**config.mk**
```make
export PLATFORM = sky130hd
export DESIGN_NAME = gpio_setclr_port
export DESIGN_NICKNAME = d
export VERILOG_FILES = /design/src/rtl/gpio_setclr_pkg.sv /design/src/rtl/gpio_setclr_decode.sv /design/src/rtl/gpio_setclr_sync.sv /design/src/rtl/gpio_setclr_bank.sv /design/src/rtl/gpio_setclr_port.sv
export SDC_FILE = /design/constraint.sdc
export NUM_CORES = 1
export LEC_CHECK = 0
export BUFFER_PORTS_ARGS = -buffer_cell sky130_fd_sc_hd__buf_4
export CAP_MARGIN = 15
export CORE_ASPECT_RATIO = 1.25
export CORE_MARGIN = 2
export CORE_UTILIZATION = 57
export CTS_CLUSTER_SIZE = 10
export DETAILED_ROUTE_END_ITERATION = 10
export GPL_ROUTABILITY_DRIVEN = 0
export PLACE_DENSITY = 0.95
export SLEW_MARGIN = 40
export SYNTH_ARGS = -nofsm -noshare
export SYNTH_HDL_FRONTEND = slang
export SYNTH_SLANG_ARGS = --single-unit
```
**constraint.sdc**
```tcl
create_clock -name clk_i -period 4.2 [get_ports clk_i]
set_clock_uncertainty 0.15 [all_clocks]
set_input_delay 0 -clock clk_i [delete_from_list [all_inputs] [get_ports clk_i]]
set_output_delay 0 -clock clk_i [all_outputs]
set_load 0.005 [all_outputs]
```
**src/rtl/gpio_setclr_pkg.sv**
```systemverilog
package gpio_setclr_pkg;
  typedef enum logic [2:0] {
    SEL_NONE = 3'd0,
    SEL_DIR  = 3'd1,
    SEL_SET  = 3'd2,
    SEL_CLR  = 3'd3,
    SEL_PIN  = 3'd4
  } reg_sel_e;
endpackage

```
**src/rtl/gpio_setclr_decode.sv**
```systemverilog
module gpio_setclr_decode
  import gpio_setclr_pkg::*;
#(
  parameter int ADDR_W  = 12,
  parameter int OFS_DIR = 'h100,
  parameter int OFS_SET = 'h108,
  parameter int OFS_CLR = 'h10C,
  parameter int OFS_PIN = 'h110
) (
  input  logic [ADDR_W-1:0] addr_i,
  output reg_sel_e          sel_o
);
  always_comb begin
    if      (addr_i == ADDR_W'(OFS_DIR)) sel_o = SEL_DIR;
    else if (addr_i == ADDR_W'(OFS_SET)) sel_o = SEL_SET;
    else if (addr_i == ADDR_W'(OFS_CLR)) sel_o = SEL_CLR;
    else if (addr_i == ADDR_W'(OFS_PIN)) sel_o = SEL_PIN;
    else                                 sel_o = SEL_NONE;
  end
endmodule

```
**src/rtl/gpio_setclr_sync.sv**
```systemverilog
module gpio_setclr_sync #(
  parameter int WIDTH  = 32,
  parameter int STAGES = 2
) (
  input  logic             clk_i,
  input  logic             rst_ni,
  input  logic [WIDTH-1:0] d_i,
  output logic [WIDTH-1:0] q_o
);
  logic [WIDTH-1:0] stage_q [STAGES];

  for (genvar s = 0; s < STAGES; s++) begin : g_stage
    if (s == 0) begin : g_first
      always_ff @(posedge clk_i or negedge rst_ni) begin
        if (!rst_ni) stage_q[s] <= '0;
        else         stage_q[s] <= d_i;
      end
    end else begin : g_next
      always_ff @(posedge clk_i or negedge rst_ni) begin
        if (!rst_ni) stage_q[s] <= '0;
        else         stage_q[s] <= stage_q[s-1];
      end
    end
  end

  assign q_o = stage_q[STAGES-1];
endmodule

```
**src/rtl/gpio_setclr_bank.sv**
```systemverilog
module gpio_setclr_bank
  import gpio_setclr_pkg::*;
#(
  parameter int NUM_PINS = 32
) (
  input  logic                clk_i,
  input  logic                rst_ni,
  input  logic                we_i,
  input  reg_sel_e            sel_i,
  input  logic [NUM_PINS-1:0] mask_i,
  output logic [NUM_PINS-1:0] latch_o,
  output logic [NUM_PINS-1:0] oe_o,
  output logic [NUM_PINS-1:0] inen_o
);
  logic [NUM_PINS-1:0] latch_q, oe_q, inen_q;
  logic [NUM_PINS-1:0] latch_d, oe_d, inen_d;

  always_comb begin
    latch_d = latch_q;
    oe_d    = oe_q;
    inen_d  = inen_q;
    if (we_i) begin
      unique case (sel_i)
        SEL_SET: begin
          latch_d = latch_q | mask_i;
          oe_d    = oe_q | mask_i;
        end
        SEL_CLR: begin
          latch_d = latch_q & ~mask_i;
          oe_d    = oe_q | mask_i;
        end
        SEL_DIR: oe_d   = oe_q & ~mask_i;
        SEL_PIN: inen_d = mask_i;
        default: ;
      endcase
    end
  end

  always_ff @(posedge clk_i or negedge rst_ni) begin
    if (!rst_ni) begin
      latch_q <= '0;
      oe_q    <= '0;
      inen_q  <= '1;
    end else begin
      latch_q <= latch_d;
      oe_q    <= oe_d;
      inen_q  <= inen_d;
    end
  end

  assign latch_o = latch_q;
  assign oe_o    = oe_q;
  assign inen_o  = inen_q;
endmodule

```
**src/rtl/gpio_setclr_port.sv**
```systemverilog
module gpio_setclr_port
  import gpio_setclr_pkg::*;
#(
  parameter int NUM_PINS    = 32,
  parameter int ADDR_W      = 12,
  parameter int SYNC_STAGES = 2,
  parameter int OFS_DIR     = 'h100,
  parameter int OFS_SET     = 'h108,
  parameter int OFS_CLR     = 'h10C,
  parameter int OFS_PIN     = 'h110
) (
  input  logic                clk_i,
  input  logic                rst_ni,
  input  logic                we_i,
  input  logic [ADDR_W-1:0]   addr_i,
  input  logic [NUM_PINS-1:0] wdata_i,
  output logic [NUM_PINS-1:0] rdata_o,
  input  logic [NUM_PINS-1:0] pin_i,
  output logic [NUM_PINS-1:0] pin_o,
  output logic [NUM_PINS-1:0] pin_oe_o,
  output logic [NUM_PINS-1:0] pin_level_o
);
  reg_sel_e            sel;
  logic [NUM_PINS-1:0] latch, oe, inen, level;

  gpio_setclr_decode #(
    .ADDR_W (ADDR_W),
    .OFS_DIR(OFS_DIR),
    .OFS_SET(OFS_SET),
    .OFS_CLR(OFS_CLR),
    .OFS_PIN(OFS_PIN)
  ) u_decode (
    .addr_i(addr_i),
    .sel_o (sel)
  );

  gpio_setclr_bank #(.NUM_PINS(NUM_PINS)) u_bank (
    .clk_i  (clk_i),
    .rst_ni (rst_ni),
    .we_i   (we_i),
    .sel_i  (sel),
    .mask_i (wdata_i),
    .latch_o(latch),
    .oe_o   (oe),
    .inen_o (inen)
  );

  gpio_setclr_sync #(.WIDTH(NUM_PINS), .STAGES(SYNC_STAGES)) u_sync (
    .clk_i (clk_i),
    .rst_ni(rst_ni),
    .d_i   (pin_i),
    .q_o   (level)
  );

  always_comb begin
    unique case (sel)
      SEL_DIR: rdata_o = oe;
      SEL_SET: rdata_o = latch;
      SEL_PIN: rdata_o = level & inen;
      default: rdata_o = '0;
    endcase
  end

  assign pin_o       = latch;
  assign pin_oe_o    = oe;
  assign pin_level_o = level;
endmodule

```
==> flow_summary.ini, run 1 <==
[run_status]
run_status = completed

[timing]
maxSlewViolCount = 0
finalCriticalPeriod_ns = 2.44
fmax_mhz = 409
setup_viol = 0
tightestPinTransition_ns = 0.727
min_period_over_period_pct = 58.2
rsz0062_at_grt = false
hold_viol = 0
fin_setup_tns_ns = 0
relSlewSlack_pct = 51.5

[critical_path]
rrSetupSlack_ns = 3.27
crit_path_end_kind = primary output
cp.arrival_ns = 2.29
crit_fanout = 67
crit_type = input port to primary output
critPathLaunchType = input port
crit_required_ns = 4.05
r2r_cells = 2

[synthesis]
synth_fp_nets = 728
ys.flop_type = dfrtp_1
synth.distinct_cells = 27
syn-cell-area_um2 = 7680
ys_ff_latch = 160
async_reset_ff_share_pct = 100
yosysSeqAreaShare_pct = 52.7
yosys_warnings = 0
syn-mean-instance-area_um2 = 11.8
synth-edff-count = 0
synth_cells = 649

[clock_tree]
numCtsBuffers = 17
clk_pin_slew_ns = 0.06
h-tree-depth = 4
clockBufferDepth = 2
insertion_delay_ns = 0.43
cts_sinks = 160
cts_resized = 0
root_buffer = clkbuf_16
cts_tree = yes

[power]
power_density_nw_per_um2 = 341
ir_worst_vdd_v = 0.000302
p_leak_nw = 5.13

[layout]
multiInputGateArea_um2 = 3020
area_delta_synth_final_pct = 34.1
fillers = 740
finalNetCount = 931
drive_above_1_share_pct = 36.4
regArea_um2 = 4040
stdcell_area_um2 = 10300

[global_route]
antenna_found_initial = 0
grt_pass1_wl_um = 35600
grt_max_degree = 103
grt_pass1_vias = 6723
grt_overflow = 0
grt_usage_pct = 32.1

[run]
cap_violations = 0

[drt]
drtAntennaViolNets = 0
viasPerCell = 6.22
drc = 0
routedWlPerCell_um = 21.9
drt_pass1_iterations = 5
wirelength_um = 22700
vias = 6448
drt_iter0_drc = 599

[die]
die_h_um = 134
die_area_um2 = 14400
initial_core_util_pct = 58.3
fp.coreArea_um2 = 13200
boundaryPins = 207
rows = 47
fp.dieW_um = 108

[min_path]
hold_path.class = input port to flop
min_path_cells = 4
min-delay-start = addr_i[2]

[placement]
place.port_buffers = 206
dpl.hpwl_um = 12700
placed_area_um2 = 8980
## timing repair
item,4_1_cts,5_1_grt
hold buffers,67,0
hold endpoints to repair,179,0
setup buffers,0,0
setup endpoints to repair,0,0
## placed cells by master (no fill, tap or decap), drive strengths merged, types with 4 or more instances in the layout
cell type / n
and2: 30
buf: 213
clkbuf: 18
clkinv: 7
clkinvlp: 4
dfrtp: 128
dfstp: 32
dlygate4sd3: 66
inv: 32
mux2: 32
mux2i: 62
nand2: 63
nand4b: 32
o22ai: 30
o41ai: 32
or4: 34
or4bb: 33
## worst max path at each step
stage                                          endpoint  startpoint  slack, ns
after floorplan           u_bank.inen_o[10]$_DFFE_PN1P_   addr_i[1]       2.36
after global placement    u_bank.inen_o[12]$_DFFE_PN1P_  addr_i[11]       1.73
after detailed placement                     rdata_o[6]  addr_i[11]       1.64
after CTS                                    rdata_o[6]  addr_i[11]       1.55
after global routing                         rdata_o[8]  addr_i[11]       1.64
final                                        rdata_o[8]  addr_i[11]       1.76
## through the flow
stage	std cells	hold slack [ns]	power [mW]	worst slack [ns]	utilization [%]
after CTS	1035	0.0249	3.51	1.55	77.9
after detailed placement	936	-0.179	1.87	1.64	68.2
final	1037	0.0715	3.51	1.76	78.2
after global placement	936	-0.184	1.86	1.73	68.1
after floorplan	649	-0.446	1.74	2.36	-
after global routing	1036	0.0569	3.61	1.64	78.1
## kinds of logic (layout without fill, tap and decap cells)
family	after synthesis	after routing	synth area share [%]
flip-flops	160	160	52.7
AO/OA/AOI/OAI	66	66	6.42
AND/OR/NAND/NOR	202	202	18.4
other	0	1	0
buffers and inverters	127	343	8.28
multiplexers	94	94	14.2
## metal layers
metal / GRT usage, % / wire length [µm]
met1: 37.2 / 7920
met4: 16.1 / 874
met2: 55.9 / 12300
met5: 0 / 0
met3: 6.75 / 1550
## Yosys cell counts, types with 3 or more instances
cell      number  area share, %
dfrtp_1      128             42
nand2_1       63            3.1
mux2i_1       62            8.1
clkbuf_1      48            2.3
or4bb_1       33            4.8
buf_4         32            3.1
dfstp_2       32             11
inv_1         32            1.6
nand4b_1      32            3.7
o41ai_1       32            3.7
or4_1         31            3.0
and2_1        30            2.4
mux2_4        30            5.9
o22ai_1       30            2.4
buf_2          7           0.46
buf_1          4           0.20
buf_6          4           0.59
nand2b_1       3           0.24
or4_4          3           0.44
## report_power, final
group / total [mW] / internal [mW] / switching [mW]
combinational: 0.314 / 0.154 / 0.160
clock: 1.60 / 0.948 / 0.652
sequential: 1.60 / 1.58 / 0.0199
## worst max-delay path: stages
cell and delay, ns:
buf_4 0.11, or4b_4 0.86, nor4_4 0.55, buf_4 0.42, and2_1 0.21, buf_4 0.12
## final cells by class
class / instances / area share, %
diodes: 1 / 0.0243
clock buffers: 18 / 4.27
clock inverters: 14 / 1.62
inverters: 32 / 1.17
multi-input cells: 362 / 29.3
flip-flops and latches: 160 / 39.3
well taps: 171 / 2.08
repair buffers: 279 / 22.3
(Power assumes the default switching activity.)
==> inputs of run 2 (changes only) <==
CORE_UTILIZATION = 53   (was 57)
PLACE_DENSITY = 0.89   (was 0.95)
clock period = 2.5 ns   (was 4.2 ns; I/O delays follow)
==> run 2 against run 1 <==
  * Largest cell class unchanged
  * Sequential power rose by 68%
  * Utilization fell by 6.0 points
  * Non-clock buffer count rose by 6
  * Global-route usage fell by 4.0 points
  * Die area rose by 7.3%
  * Critical path type unchanged
  * Count of clock-buffer cells in the layout rose by 6
  * Total power rose by 62%
  * Critical endpoint is now rdata_o[20]
  * Highest routed layer unchanged
==> flow_summary.ini, run 2 (synthesis gave the netlist of run 1 again) <==
[run_status]
run_status = completed

[critical_path]
crit_fanout = 65
rrSetupSlack_ns = 1.52
cpMostUsedCell = buf_4
crit_required_ns = 2.35
max_stage_delay_ns = 0.52
cp.arrival_ns = 2.00
crit_path_end_kind = primary output
crit_type = input port to primary output
path_cells = buf_4, or4_4, buf_4, nor4_2, buf_4, and2_1, buf_4
critPathLaunchType = input port
slowest_stage = or4_4

[timing]
tightestPinTransition_ns = 0.702
fin_ws_ns = 0.352
fin_setup_tns_ns = 0
fin_hold_ws_ns = 0.0296
setup_viol = 0
min_period_over_period_pct = 85.9
finalCriticalPeriod_ns = 2.15
rsz0062_at_grt = false
maxSlewViolCount = 0
relSlewSlack_pct = 53.2
hold_viol = 0
fmax_mhz = 466

[layout]
stdcell_area_um2 = 10300
area_delta_synth_final_pct = 34.2
finalNetCount = 937
fin_cells = 1049
post-route-util_pct = 72.1
drive_above_1_share_pct = 36.3
final_cell_mix = 215 x buf_4, 128 x dfrtp_1, 65 x dlygate4sd3_1
layout_commonest_cell = buf_4
num_antenna_cells = 0

[drt]
wl_met2_um = 11500
wirelength_um = 21700
drc = 0
drtAntennaViolNets = 0
routedWlPerCell_um = 20.7
wl_met1_um = 8100
wl_met3_um = 1390
drt_pass1_iterations = 5
dr.max_layer_used = met4
viasPerCell = 5.96
vias = 6250
drt_iter0_drc = 513

[global_route]
grt_overflow = 0
grt_usage_pct = 28.1
grt_pass1_vias = 6622
antenna_found_initial = 0
grt_pass1_wl_um = 34400
grt_max_degree = 102

[placement]
dp_cells = 952
place.port_buffers = 206
pre_cts_slack_ns = 0.344
placed_area_um2 = 9100
dpl.hpwl_um = 12400

[die]
initial_core_util_pct = 53.7
die_area_um2 = 15500
rows = 49
die_h_um = 139
fp.dieW_um = 112
boundaryPins = 207
fp.coreArea_um2 = 14300

[clock_tree]
clockBufferDepth = 2
h-tree-depth = 4
root_buffer = clkbuf_16
clk_pin_slew_ns = 0.06
cts_sinks = 160
postCtsSetupBuffers = 0
cts_tree = yes
insertion_delay_ns = 0.43
numCtsBuffers = 17

[power]
p_total_mw = 5.69
power_density_nw_per_um2 = 552
ir_worst_vdd_v = 0.000385
p_leak_nw = 5.15

[run]
cap_violations = 0

[min_path]
hold_path.class = input port to async pin
-- run 2: layout make-up --
| cell class | count | area (µm²) |
|---|---|---|
| inverter | 32 | 120 |
| sequential | 160 | 4040 |
| clock inverter | 8 | 90.1 |
| fill | 945 | 3980 |
| clock buffer | 24 | 462 |
| tap | 178 | 223 |
| multi-input combinational | 362 | 3010 |
| timing repair buffer | 285 | 2360 |
-- run 2: power breakdown --
part	internal [mW]	total (mW)	leakage, nW	switching, mW
registers	2.65	2.69	1.80	0.0311
clock network	1.48	2.47	0.275	0.989
logic	0.268	0.533	3.07	0.265
-- run 2: worst max-delay path, delay by kind of cell --
| kind | cells | cell delay [ns] |
|---|---|---|
| simple gates | 3 | 1.04 |
| buf+inv | 4 | 0.92 |
-- run 2: timing repair --
action,CTS,global route
resized for setup,0,0
hold buffers,65,0
endpoints found under the setup margin,0,0
endpoints found under the hold margin,268,0
-- run 2: metal layers --
layer / track usage [%] / vias up
li1: - / 2746
met4: 13.3 / 0
met3: 7.60 / 64
met5: 0 / -
met1: 32.9 / 3122
met2: 47.9 / 318
-- run 2: final timing paths --
check,cells after the start,to,startpoint
worst max-delay path,7,rdata_o[20],addr_i[1]
worst min-delay path,2,u_sync.q_o[3]$_DFF_PN0_,rst_ni
worst max register to register,2,flop,flop
worst min register to register,0,u_sync.q_o[0]$_DFF_PN0_,u_sync.stage_q[32]$_DFF_PN0_
max in group asynchronous,3,u_bank.inen_o[21]$_DFFE_PN1P_,rst_ni
min in group clk_i,2,u_sync.stage_q[48]$_DFF_PN0_,pin_i[16]
==> inputs of run 3 (changes only) <==
CORE_UTILIZATION = 48   (was 53)
PLACE_DENSITY = 0.76   (was 0.89)
SYNTH_HIERARCHICAL = 1   (was not set)
clock period = 1.77 ns   (was 2.5 ns; I/O delays follow)
==> run 3 against run 2 <==
  * The run now ends with setup timing left
  * Non-clock buffer count increased by 54
  * Via count decreased by 4.8%
  * Final cell count increased by 2.7%
  * Count of clock-buffer cells in the layout decreased by 5
  * Sequential share of layout area decreased by 2.9 points
  * Largest cell class unchanged
  * Sequential power increased by 41%
  * Final area increased by 8.0%
  * Highest routed layer unchanged
==> flow_summary.ini, run 3 <==
[drt]
drt_pass1_iterations = 5
drt_iter0_drc = 334
routedWlPerCell_um = 20.4
dr.max_layer_used = met4
vias = 5950
viasPerCell = 5.52
wl_met2_um = 11700
wirelength_um = 21900
drtAntennaViolNets = 0
drc = 0
wl_met1_um = 8680
wl_met3_um = 1150

[die]
die_area_um2 = 17200
boundaryPins = 207
fp.dieW_um = 118
die_h_um = 146
rows = 51
initial_core_util_pct = 49.4
fp.coreArea_um2 = 15700

[timing]
fmax_mhz = 535
fin_ws_ns = -0.0995
finalCriticalPeriod_ns = 1.87
setup_viol = 33
min_period_over_period_pct = 106
fin_hold_ws_ns = 0.00631
relSlewSlack_pct = 66.2
maxSlewViolCount = 0
hold_viol = 0
rsz0062_at_grt = true
tightestPinTransition_ns = 0.507

[clock_tree]
cts_sinks = 160
root_buffer = clkbuf_16
numCtsBuffers = 17
clk_pin_slew_ns = 0.06
insertion_delay_ns = 0.43
clockBufferDepth = 2
cts_tree = yes
h-tree-depth = 4

[power]
ir_worst_vdd_v = 0.000609
power_density_nw_per_um2 = 744
p_total_mw = 8.28
p_leak_nw = 5.16

[run_status]
violations = setup timing
run_status = finished with violations

[layout]
drive_above_1_share_pct = 47.2
finalNetCount = 931
stdcell_area_um2 = 11100
layout_commonest_cell = buf_4
post-route-util_pct = 70.9
num_antenna_cells = 0
area_delta_synth_final_pct = 43.7
final_cell_mix = 240 x buf_4, 128 x dfrtp_1, 68 x dlygate4sd3_1

[synthesis]
syn-mean-instance-area_um2 = 13.3
yosysSeqAreaShare_pct = 52.2
synth_top_cell_by_area = dfrtp_1
yosys_warnings = 6
ys.flop_type = dfrtp_1
synth.distinct_cells = 31
synth.top_cell.area_share_pct = 41.3
synth_cells = 584
syn-cell-area_um2 = 7750
synth-edff-count = 0
synth_fp_nets = 663
ys_ff_latch = 160
ys_top_cells_by_count = 128 x dfrtp_1, 64 x nand4b_1, 43 x nand4bb_1
yosys.cell_count.top_type = dfrtp_1
yosys-top-cells-area = dfrtp_1 41%, dfstp_2 11%, nand4b_1 7.2%, nand4bb_1 6.3%, mux2_4 5.8%
async_reset_ff_share_pct = 100

[critical_path]
crit_path_end_kind = primary output
slowest_stage = or3b_4
r2r_start = u_bank/inen_o[31]$_DFFE_PN1P_
critPathTopFamily = simple AND/OR/NAND/NOR gates
worstSetupStartpoint = addr_i[7]
path_cells = buf_6, nor4_4, nand2_2, buf_6, nor2_4, or3b_4, buf_12, o211ai_1, buf_4
critPathLaunchType = input port
crit_required_ns = 1.62
rrSetupSlack_ns = 0.85
crit_fanout = 17
cpMostUsedCell = buf_6
cp.arrival_ns = 1.72
crit_type = input port to primary output
max_stage_delay_ns = 0.45
cp_num_buf_inv = 4

[min_path]
hold_path.class = input port to flop
min-delay-start = addr_i[4]

[placement]
placed_area_um2 = 9450
place.port_buffers = 206
dpl.hpwl_um = 13400

[global_route]
grt_max_degree = 60
grt_overflow = 0
grt_pass1_wl_um = 34400
antenna_found_initial = 0
grt_pass1_vias = 6524
grt_usage_pct = 25.1

[run]
cap_violations = 0
==> run 3: logic make-up after synthesis <==
| group | share of synthesized area, % |
|---|---|
| buffers and inverters | 9.46 |
| AO/OA/AOI/OAI | 8.72 |
| multiplexers | 10.2 |
| AND/OR/NAND/NOR | 19.4 |
| flip-flops | 52.2 |
==> run 3: final cells by class <==
type | instances | area (µm²)
Multi-Input combinational cell | 302 | 3040
Clock inverter | 13 | 185
Inverter | 32 | 120
Clock buffer | 19 | 453
Fill cell | 1068 | 4570
Timing Repair Buffer | 339 | 3020
Sequential cell | 160 | 4040
Tap cell | 212 | 265
==> run 3: metal layers <==
metal,GRT usage (%),up-vias
li1,-,2655
met4,9.22,0
met1,29.2,3036
met5,0,-
met2,44.8,222
met3,5.98,37
==> run 3: timing repair <==
action | 4_1_cts | 5_1_grt
gates cloned | 2 | 3
hold buffers | 67 | 1
pin swaps | 6 | 21
gates resized for setup | 11 | 16
buffers inserted | 11 | 6
setup endpoints to repair | 32 | 60
hold endpoints to repair | 269 | 3
==> run 3: where the power goes <==
group	total [mW]	internal (mW)	switching (mW)
registers	3.79	3.75	0.0431
logic	0.534	0.303	0.231
clock network	3.96	2.44	1.52
==> run 3: metrics by stage <==
| stage | setup TNS [ns] | setup slack [ns] | cells |
|---|---|---|---|
| 2_1_floorplan | 0 | 0.0187 | 584 |
| 3_3_place_gp | -24.30 | -0.248 | 955 |
| 3_5_place_dp | -27.39 | -0.296 | 955 |
| 4_1_cts | -2.74 | -0.118 | 1067 |
| 5_1_grt | -4.45 | -0.145 | 1077 |
| 6_report | -1.90 | -0.0995 | 1077 |
==> run 3: path summary, 6_finish.rpt <==
kind,depth (start not counted),to
setup / recovery,9,rdata_o[29]
hold / removal,5,flop
setup reg to reg,1,u_bank/inen_o[31]$_DFFE_PN1P_
hold reg to reg,0,u_sync/q_o[0]$_DFF_PN0_
max in group asynchronous,4,u_bank/inen_o[21]$_DFFE_PN1P_
min in group asynchronous,3,u_sync/stage_q[60]$_DFF_PN0_
